<file path="config.mk">
export PLATFORM = sky130hd
export DESIGN_NAME = audio_period_engine
export DESIGN_NICKNAME = d
export VERILOG_FILES = /design/src/rtl/audio_period_pkg.sv /design/src/rtl/apd_desc_engine.sv /design/src/rtl/apd_buffer_model.sv /design/src/rtl/apd_report_ring.sv /design/src/rtl/audio_period_engine.sv
export SDC_FILE = /design/constraint.sdc
export NUM_CORES = 1
export LEC_CHECK = 0
export CAP_MARGIN = 10
export CORE_ASPECT_RATIO = 1.75
export CORE_MARGIN = 2
export CORE_UTILIZATION = 40
export DETAILED_ROUTE_END_ITERATION = 8
export HOLD_SLACK_MARGIN = 0.05
export SLEW_MARGIN = 20
export SYNTH_ARGS = -nofsm -noshare
export SYNTH_HDL_FRONTEND = slang
export SYNTH_SLANG_ARGS = --single-unit
</file>
<file path="constraint.sdc">
create_clock -name clk -period 9.2 [get_ports clk]
set_input_delay 2.76 -clock clk [delete_from_list [all_inputs] [get_ports clk]]
set_output_delay 2.76 -clock clk [all_outputs]
set_load 0.005 [all_outputs]
</file>
<file path="src/rtl/audio_period_pkg.sv">
package audio_period_pkg;
  localparam int RPT_SLOTS = 4;
  localparam int RPT_PTR_W = 2;
  localparam int CNT_W     = 64;

  typedef struct packed {
    logic [CNT_W-1:0] count;
    logic             notify;
  } report_t;

  // word size in bytes from the width code
  function automatic logic [2:0] word_bytes(input logic [1:0] code);
    case (code)
      2'd0:    return 3'd1;
      2'd1:    return 3'd2;
      default: return 3'd4;
    endcase
  endfunction

  // words per frame from the frame code
  function automatic logic [2:0] frame_words(input logic [1:0] code);
    case (code)
      2'd0:    return 3'd1;
      2'd1:    return 3'd2;
      default: return 3'd4;
    endcase
  endfunction

  function automatic logic [10:0] ring_status(input logic [1:0] wr, input logic [1:0] rd,
                                              input logic empty, input logic full,
                                              input logic err);
    return {err, full, empty, 2'b00, rd, 2'b00, wr};
  endfunction
endpackage

</file>
<file path="src/rtl/apd_desc_engine.sv">
module apd_desc_engine
  import audio_period_pkg::*;
#(
  parameter int LEN_W = 16
) (
  input  logic             clk,
  input  logic             rst_n,
  input  logic             run,
  input  logic             desc_avail,
  input  logic [LEN_W-1:0] desc_len,
  input  logic             desc_notify,
  input  logic             word_stb,
  input  logic [2:0]       ws,
  input  logic             room_ok,
  output logic             desc_take,
  output logic             word_ack,
  output logic             active,
  output logic [LEN_W-1:0] residue,
  output logic             fin_evt,
  output logic             fin_notify,
  output logic [CNT_W-1:0] fin_count
);
  logic [LEN_W-1:0] ws_ext;
  logic [CNT_W-1:0] run_count;
  logic [CNT_W-1:0] count_next;

  assign ws_ext     = {{(LEN_W-3){1'b0}}, ws};
  assign desc_take  = !active && run && desc_avail;
  assign word_ack   = word_stb && active && run && room_ok;
  assign fin_evt    = word_ack && (residue <= ws_ext);
  assign count_next = run_count + {{(CNT_W-3){1'b0}}, ws};
  assign fin_count  = count_next;

  always_ff @(posedge clk or negedge rst_n) begin
    if (!rst_n) begin
      active     <= 1'b0;
      residue    <= '0;
      fin_notify <= 1'b0;
      run_count  <= '0;
    end else begin
      if (desc_take) begin
        active     <= 1'b1;
        residue    <= desc_len;
        fin_notify <= desc_notify;
      end else if (word_ack) begin
        run_count <= count_next;
        if (fin_evt) begin
          active  <= 1'b0;
          residue <= '0;
        end else begin
          residue <= residue - ws_ext;
        end
      end
    end
  end
endmodule

</file>
<file path="src/rtl/apd_buffer_model.sv">
module apd_buffer_model
  import audio_period_pkg::*;
#(
  parameter int LIM_W = 16
) (
  input  logic             clk,
  input  logic             rst_n,
  input  logic             fill,
  input  logic             drain_stb,
  input  logic             active,
  input  logic             run,
  input  logic [2:0]       ws,
  input  logic [2:0]       fw,
  input  logic [LIM_W-1:0] limit,
  input  logic [LIM_W-1:0] threshold,
  output logic             room_ok,
  output logic             fetch_req,
  output logic [LIM_W+1:0] occ,
  output logic [1:0]       frame_pos
);
  localparam int OCC_W = LIM_W + 2;

  logic [OCC_W-1:0] ws_ext;
  logic             drain;
  logic [2:0]       pos_inc;

  assign ws_ext    = {{(OCC_W-3){1'b0}}, ws};
  assign room_ok   = (occ + ws_ext) <= {2'b00, limit};
  assign fetch_req = active && run && (occ < {2'b00, threshold});
  assign drain     = drain_stb && (occ >= ws_ext);
  assign pos_inc   = {1'b0, frame_pos} + 3'd1;

  always_ff @(posedge clk or negedge rst_n) begin
    if (!rst_n) begin
      occ       <= '0;
      frame_pos <= '0;
    end else begin
      occ <= occ + (fill ? ws_ext : '0) - (drain ? ws_ext : '0);
      if (drain) frame_pos <= (pos_inc >= fw) ? 2'd0 : pos_inc[1:0];
    end
  end
endmodule

</file>
<file path="src/rtl/apd_report_ring.sv">
module apd_report_ring
  import audio_period_pkg::*;
(
  input  logic             clk,
  input  logic             rst_n,
  input  logic             push,
  input  logic [CNT_W-1:0] push_count,
  input  logic             push_notify,
  input  logic             rd,
  input  logic             err_clr,
  output logic [31:0]      rdata,
  output logic [10:0]      status,
  output logic             full,
  output logic             err
);
  report_t             slots [RPT_SLOTS];
  logic [RPT_PTR_W-1:0] wr_ptr, rd_ptr;
  logic [RPT_PTR_W:0]   fill_cnt;
  logic [1:0]           widx;
  logic                 empty, push_ok, pop_word, pop_done;
  report_t              head;

  assign empty    = (fill_cnt == '0);
  assign full     = (fill_cnt == (RPT_PTR_W+1)'(RPT_SLOTS));
  assign push_ok  = push && !full;
  assign pop_word = rd && !empty;
  assign pop_done = pop_word && (widx == 2'd3);
  assign head     = slots[rd_ptr];
  assign status   = ring_status(wr_ptr, rd_ptr, empty, full, err);

  always_comb begin
    rdata = '0;
    if (!empty) begin
      case (widx)
        2'd0: rdata = head.count[31:0];
        2'd1: rdata = head.count[63:32];
        2'd2: rdata = '0;
        default: rdata = {15'd0, head.notify, 16'd0};
      endcase
    end
  end

  always_ff @(posedge clk or negedge rst_n) begin
    if (!rst_n) begin
      wr_ptr   <= '0;
      rd_ptr   <= '0;
      fill_cnt <= '0;
      widx     <= '0;
      err      <= 1'b0;
    end else begin
      if (push_ok) wr_ptr <= wr_ptr + 1'b1;
      if (pop_word) widx <= widx + 2'd1;
      if (pop_done) rd_ptr <= rd_ptr + 1'b1;
      fill_cnt <= fill_cnt + (push_ok ? 1'b1 : 1'b0) - (pop_done ? 1'b1 : 1'b0);
      if (push && full) err <= 1'b1;
      else if (err_clr) err <= 1'b0;
    end
  end

  for (genvar g = 0; g < RPT_SLOTS; g++) begin : g_slot
    always_ff @(posedge clk or negedge rst_n) begin
      if (!rst_n) slots[g] <= '0;
      else if (push_ok && (wr_ptr == RPT_PTR_W'(g))) slots[g] <= '{count: push_count, notify: push_notify};
    end
  end
endmodule

</file>
<file path="src/rtl/audio_period_engine.sv">
module audio_period_engine
  import audio_period_pkg::*;
#(
  parameter int LEN_W = 16,
  parameter int LIM_W = 16
) (
  input  logic             clk,
  input  logic             rst_n,
  input  logic             run,
  input  logic [7:0]       bus_cfg,
  input  logic [31:0]      fifo_ctl,
  input  logic             desc_avail,
  input  logic [LEN_W-1:0] desc_len,
  input  logic             desc_notify,
  output logic             desc_take,
  input  logic             word_stb,
  output logic             word_ack,
  input  logic             drain_stb,
  output logic [LEN_W-1:0] residue,
  output logic [1:0]       frame_pos,
  output logic             fetch_req,
  input  logic             rpt_rd,
  input  logic             rpt_err_clr,
  output logic [31:0]      rpt_rdata,
  output logic [10:0]      rpt_status,
  input  logic             done_clr,
  output logic             desc_done
);
  logic [2:0]       ws, fw;
  logic             room_ok, active, fin_evt, fin_notify, ring_full, rpt_err;
  logic [CNT_W-1:0] fin_count;
  logic [LIM_W+1:0] occ;
  logic [LIM_W-1:0] limit, threshold;

  assign ws        = word_bytes(bus_cfg[1:0]);
  assign fw        = frame_words(bus_cfg[5:4]);
  assign limit     = fifo_ctl[16 +: LIM_W];
  assign threshold = fifo_ctl[LIM_W-1:0];

  apd_desc_engine #(.LEN_W(LEN_W)) eng_i (
    .clk(clk), .rst_n(rst_n), .run(run), .desc_avail(desc_avail), .desc_len(desc_len),
    .desc_notify(desc_notify), .word_stb(word_stb), .ws(ws), .room_ok(room_ok),
    .desc_take(desc_take), .word_ack(word_ack), .active(active), .residue(residue),
    .fin_evt(fin_evt), .fin_notify(fin_notify), .fin_count(fin_count)
  );

  apd_buffer_model #(.LIM_W(LIM_W)) buf_i (
    .clk(clk), .rst_n(rst_n), .fill(word_ack), .drain_stb(drain_stb), .active(active),
    .run(run), .ws(ws), .fw(fw), .limit(limit), .threshold(threshold), .room_ok(room_ok),
    .fetch_req(fetch_req), .occ(occ), .frame_pos(frame_pos)
  );

  apd_report_ring ring_i (
    .clk(clk), .rst_n(rst_n), .push(fin_evt), .push_count(fin_count), .push_notify(fin_notify),
    .rd(rpt_rd), .err_clr(rpt_err_clr), .rdata(rpt_rdata), .status(rpt_status),
    .full(ring_full), .err(rpt_err)
  );

  always_ff @(posedge clk or negedge rst_n) begin
    if (!rst_n) desc_done <= 1'b0;
    else if (fin_evt && fin_notify) desc_done <= 1'b1;
    else if (done_clr) desc_done <= 1'b0;
  end
endmodule

</file>
==> results.toml, run 1 <==
[timing]
slew_headroom_pct = 25.9
grt_setup_unrepaired = "false"
fin_crit_ns = 8.90
fin_ws_ns = 0.295
finalHoldViolations = 0
fmax_mhz = 112
finalSetupViolations = 0
fin_skew_ns = 0.0201
finalMaxSlewViolations = 0
fin_tns_setup_ns = 0
worstMarginPinSlew_ns = 1.11
fin_crit_sh_pct = 96.8

[logic_synthesis]
postSynthCellCount = 1949
ys.flop_type = "dfrtp_1"
yosys-top-cells-area = "dfrtp_1 47%, mux4_2 7.4%, nand2_1 6.8%, o21ai_0 6.7%, ha_1 6.3%"
synth.most_common_cell = "dfrtp_1"
async_flop_share_pct = 100
netlist_top_cells_count = "373 x dfrtp_1, 358 x nand2_1, 265 x o21ai_0"
ys_warn_count = 0
synth_edf_count = 0
yosysUniqueCellTypes = 76
synth_top_area_share_pct = 47.5
avgSynthCellArea_um2 = 10.1
ys_ff_latch = 373
syn_area_um2 = 19700
ys_seq_area_share_pct = 47.5
synth_top_cell_by_area = "dfrtp_1"

[drt]
final_antenna_net_count = 0
dr_total_vias = 14300
via_per_inst = 5.22
wirelength_mm = 50.4
route.detailed.drc = 0
drt_iter0_drc = 775
firstDrtPassIters = 5
routedWlPerCell_um = 18.4

[floorplan]
coreArea_um2 = 48600
die_area_um2 = 51000
rows = 107
die_y_um = 297
io-pin-count = 131
initial_core_util_pct = 40.4
dieWidth_um = 172

[clocking]
cts-root-buf = "clkbuf_16"
cts_buffers = 35
cts_sinks = 373
clkLatencyLatePin_ns = 0.53
clock_path_buffers = 3
tritoncts = "yes"
clkTransAtPathRegs_ns = 0.07
htree_levels = 2

[setup_path]
critPathKind = "in2out"
crit_arrival_ns = 6.14
start_kind = "input pin"
required_ns = 6.44
crit_path_end_kind = "output pin"
crit_path_max_fanout = 2

[power]
power_density_nw_per_um2 = 239
ir_drop_uv = 135
p_leak_nw = 10.1
p_total_mw = 5.52

[placement]
post-place-cells = 2674
portBuffers = 122
gp_congestion = 0.872
post-place-ws_ns = -0.502
post-dp-hpwl_mm = 35.0

[global_route]
grt_max_degree = 157
grt.total_usage_pct = 20.4
antenna_found_initial = 0
grt-ovfl-total = 0
grt_first_pass_wirelength_mm = 81.7
grt_pass1_vias = 15100

[cells_and_area]
n_antenna_cell = 0
n_fill_cell = 4484
stdcell_count = 2740
areaGrowthSynthToFinish_pct = 17.9
finish.utilization_pct = 47.7
multi_input_area_um2 = 9640
drive_gt1_share_pct = 11.2
fin_nets = 2229
register_area_um2 = 9340

[run_status]
status = "finished clean"

[flow_run]
maxCapViolations = 0

[worst_hold_path]
hp-class = "reg2reg"
-- registers in the layout, indices dropped and copies added, names as in the netlist --
name and count:
desc_done 1, ring_i.slots 260, ring_i.widx 2, ring_i.rd_ptr 2
ring_i.fill_cnt 3, eng_i.fin_notify 1, eng_i.residue 16, eng_i.run_count 64
buf_i.frame_pos 2, eng_i.active 1, buf_i.occ 18, ring_i.wr_ptr 2
ring_i.err 1
-- critical path: stages --
cell           delay [ns]
dlygate4sd2_1        0.26
and2b_4              0.26
inv_2                0.04
ha_1                 0.29
nand2b_1             0.18
a21oi_2              0.18
o21ai_1              0.14
nor2_1               0.17
buf_4                0.13
nand2_1              0.05
xnor2_1              0.13
ha_1                 0.32
a21o_1               0.19
a21oi_1              0.23
a211oi_4             0.11
o31ai_4              0.20
buf_4                0.15
nand4_1              0.12
inv_2                0.12
clkbuf_2             0.12
-- timing repair --
item,CTS,global route
setup buffers,2,0
gates resized for setup,19,5
hold buffers,0,0
cloned,0,0
pin swaps,11,3
setup endpoints to repair,1,1
-- stage by stage --
| stage | cell area, um2 | hold slack, ns |
|---|---|---|
| after floorplan | 19700 | 0.445 |
| after global placement | 21800 | 0.455 |
| after detailed placement | 21800 | 0.466 |
| after CTS | 23100 | 0.476 |
| after global routing | 23200 | 0.494 |
| final | 23200 | 0.473 |
-- power breakdown --
group	total [mW]	leakage, nW	internal, mW	switching, mW
clock network	1.61	0.627	0.967	0.642
registers	1.99	5.11	1.76	0.230
logic	1.92	4.36	0.880	1.04
total	5.52	10.1	3.61	1.91
-- final timing paths --
| path | endpoint | slack (ns) | start | cells past startpoint |
|---|---|---|---|---|
| worst max-delay path | word_ack | 0.30 | bus_cfg[1] | 20 |
| worst min register to register | eng_i.run_count[50] | 0.47 | eng_i.run_count[50] | 1 |
| worst min-delay path | eng_i.run_count[50] | 0.47 | eng_i.run_count[50] | 1 |
| max in group asynchronous | ring_i.slots[100] | 5.48 | rst_n | 2 |
| worst max register to register | buf_i.occ[17] | 2.65 | buf_i.occ[1] | 31 |
| min in group asynchronous | buf_i.occ[9] | 2.21 | rst_n | 1 |
-- cells in the final DEF (no fill, tap or decap), types with 24 or more instances in the layout --
master / n
mux4_2: 65
nand2_1: 358
nand3_1: 31
nor3_1: 24
dfrtp_1: 371
xor2_1: 52
clkbuf_16: 36
clkdlybuf4s50_1: 118
nor2_1: 104
xnor2_1: 107
a21oi_1: 29
inv_1: 91
o21ai_0: 264
a22oi_1: 38
buf_4: 47
ha_1: 98
-- final cells by class --
type	count	share of cell area (%)
Multi-Input combinational cell	1380	41.6
Clock inverter	16	1.18
Tap cell	654	3.53
Inverter	93	1.51
Sequential cell	373	40.3
Timing Repair Buffer	177	7.51
Clock buffer	47	4.33
-- kinds of logic after synthesis --
family	synth area share [%]
compound gates	12.0
xor+xnor	7.13
fa+ha+maj	6.81
buf+inv	4.11
flops	47.5
mux	8.36
other cells	0.0191
simple gates	14.1
-- routing by layer --
metal  share of wire (%)  GRT usage, %  wire length (um)
met3                 3.4          2.39              1720
met1                  39          23.6             19500
met2                  54          37.7             27400
met5                   0             0                 0
met4                 3.6          7.73              1820
(Power assumes the default switching activity.)
==> run 2: changes to the inputs <==
--- a/config.mk
+++ b/config.mk
@@ -11,7 +11,9 @@
 export CORE_UTILIZATION = 40
 export DETAILED_ROUTE_END_ITERATION = 8
 export HOLD_SLACK_MARGIN = 0.05
+export PLACE_DENSITY_LB_ADDON = 0.05
 export SLEW_MARGIN = 20
 export SYNTH_ARGS = -nofsm -noshare
 export SYNTH_HDL_FRONTEND = slang
+export SYNTH_HIERARCHICAL = 1
 export SYNTH_SLANG_ARGS = --single-unit
==> run 2 against run 1 <==
- clock-buffer cell count is 8 higher
- synthesized cell count is 10% lower
- first-iteration DRC count is 19% lower
- design area is 8.8% higher
- power is 3.3% lower
- hold slack better by 0.015 ns
- cell count is 5.3% lower
- largest power group unchanged
==> results.toml, run 2 <==
[run_status]
status = "finished clean"

[floorplan]
die_y_um = 314
dieWidth_um = 181
rows = 113
die_area_um2 = 56900
coreArea_um2 = 54300
io-pin-count = 131
initial_core_util_pct = 40.5

[power]
power_density_nw_per_um2 = 212
p_total_mw = 5.34
ir_drop_uv = 150
p_leak_nw = 12.4

[worst_hold_path]
min_path_cells = 2
hp-class = "reg2reg"
hp-start = "eng_i/run_count[2]"

[timing]
worstMarginPinSlew_ns = 0.892
fmax_mhz = 112
finalHoldViolations = 0
grt_setup_unrepaired = "false"
finalSetupViolations = 0
fin_skew_ns = 0.0119
fin_crit_sh_pct = 97.5
whs_ns = 0.488
finalMaxSlewViolations = 0
slew_headroom_pct = 40.6
fin_tns_setup_ns = 0
fin_crit_ns = 8.97

[clocking]
cts-root-buf = "clkbuf_16"
hold_buffers = 0
cts_sinks = 373
clock_path_buffers = 3
tritoncts = "yes"
clkLatencyLatePin_ns = 0.55
cts_buffers = 41
clkTransAtPathRegs_ns = 0.06
htree_levels = 2

[cells_and_area]
final_cell_mix = "371 x dfrtp_1, 200 x mux2_4, 128 x nor2_1, 119 x clkdlybuf4s50_1, 98 x ha_1"
areaGrowthSynthToFinish_pct = 14.5
largestRegisters = "ring_i/slots x260, eng_i/run_count x64, buf_i/occ x18"
n_fill_cell = 5006
layout_commonest_cell = "dfrtp_1"
regMostFlops = "ring_i/slots"
fin_nets = 2045
largest_register_ff_count = 260
drive_gt1_share_pct = 25.6
n_antenna_cell = 0
final_area_um2 = 25200

[setup_path]
slowest_stage = "clkdlybuf4s50_1"
required_ns = 6.44
critPathKind = "in2out"
reg2reg_from = "buf_i/occ[0]"
crit_arrival_ns = 6.21
cp_cell_sequence = "clkdlybuf4s50_1, nor2b_4, inv_1, ha_1, nand2b_1, a21oi_1, buf_4, nor2_1, xnor2_1, ha_1, a21o_1, a21o_1, a211oi_1, buf_4, o211ai_1, a211oi_2, nand4_2, inv_2, clkbuf_2"
critPathLaunch = "bus_cfg[0]"
crit_path_end_kind = "output pin"
reg2reg_depth = 24
start_kind = "input pin"
max_stage_delay_ns = 0.48
crit_path_max_fanout = 4

[logic_synthesis]
yosys-top-cells-area = "dfrtp_1 42%, mux2_4 14%, mux4_2 6.6%, ha_1 5.7%, xor2_1 3.5%"
synth_top_area_share_pct = 42.4
ys_seq_area_share_pct = 42.4
netlist_top_cells_count = "373 x dfrtp_1, 200 x mux2_4, 128 x nor2_1"
ys_ff_latch = 373
avgSynthCellArea_um2 = 12.6
synth.most_common_cell = "dfrtp_1"
syn_area_um2 = 22000
async_flop_share_pct = 100
ys.flop_type = "dfrtp_1"
postSynthCellCount = 1752
ys_warn_count = 6
synth_edf_count = 0
synth_top_cell_by_area = "dfrtp_1"
yosysUniqueCellTypes = 79

[drt]
final_antenna_net_count = 0
via_per_inst = 5.34
wirelength_mm = 56.3
routedWlPerCell_um = 21.7
route.detailed.drc = 0
firstDrtPassIters = 5
dr_total_vias = 13800
drt_iter0_drc = 629

[global_route]
antenna_found_initial = 0
grt-ovfl-total = 0
grt_max_degree = 151
grt_first_pass_wirelength_mm = 89.0
grt.total_usage_pct = 20.1
grt_pass1_vias = 15200

[placement]
post-dp-hpwl_mm = 37.8
gp_congestion = 0.815
portBuffers = 122
dpl_cell_area_um2 = 23600

[flow_run]
maxCapViolations = 0
## run 2: cell types whose count changed in the layout (fill, tap and decap cells not counted), sizes merged, moves of 9 or more
cell   previous run  this run
xnor2           108        71
nand2           358        88
nor4              6        15
a31oi             2        13
nand3            33        46
mux2             15       265
xor2             52        89
nor2            106       128
o21ai           279        23
buf              56        44
nand4            20        38
nor3             28        37
## run 2: final timing paths
| kind | to | slack [ns] |
|---|---|---|
| max in group asynchronous | ring_i/rd_ptr[0] | 5.53 |
| min | eng_i/run_count[2] | 0.49 |
| max | word_ack | 0.23 |
| min in group asynchronous | ring_i/slots[46] | 2.22 |
| min reg2reg | eng_i/run_count[2] | 0.49 |
| max reg2reg | buf_i/occ[16] | 3.19 |
## run 2: layer usage
metal / track usage (%) / wire (um) / vias to the layer above
met3: 1.86 / 1290 / 73
met5: 0 / 0 / -
li1: - / - / 6459
met2: 39.4 / 31800 / 211
met4: 6.45 / 1680 / 0
met1: 22.6 / 21600 / 7102
## run 2: cell type report
type                            count  area [um2]  share of cell area, %
Tap cell                          690         863                   3.43
Clock inverter                     21         302                   1.20
Multi-Input combinational cell   1203       11500                   45.8
Sequential cell                   373        9340                   37.1
Timing Repair Buffer              165        1610                   6.37
Inverter                           88         330                   1.31
Clock buffer                       55        1210                   4.81
## run 2: cells by family after synthesis
| group | synth area share, % |
|---|---|
| and+or+nand+nor | 10.5 |
| DFF | 42.4 |
| muxes | 23.6 |
| buffers and inverters | 5.35 |
| AOI/OAI and AO/OA | 5.37 |
| xor gates and xnor gates | 6.37 |
| adders and majority gates | 6.33 |
| other | 0.0171 |
## run 2: repair_timing
action                                  CTS  global route
setup buffers                             3             0
pin swaps                                 4             5
gates cloned                              0             0
gates resized for setup                   7             6
endpoints found under the setup margin    1             1
## run 2: stage by stage
step / instances / utilization, % / worst slack, ns
2_1_floorplan: 1755 / - / 0.147
3_3_place_gp: 2516 / 43.5 / -0.491
3_5_place_dp: 2516 / 43.5 / -0.456
4_1_cts: 2595 / 46.4 / 0.0260
5_1_grt: 2595 / 46.4 / 0.0173
6_report: 2595 / 46.4 / 0.234
## run 2: power breakdown
| part | switching (mW) | internal, mW | leakage [nW] | total, mW |
|---|---|---|---|---|
| registers | 0.160 | 1.74 | 5.10 | 1.90 |
| logic | 0.861 | 0.731 | 6.58 | 1.59 |
| clock network | 0.722 | 1.13 | 0.750 | 1.85 |
## run 2: worst max-delay path, delay by kind of cell
kind            cells  cell delay [ns]
fa+ha+maj           2             0.60
buf+inv             6             1.06
xor+xnor            1             0.14
simple gates        4             0.55
compound gates      6             1.08
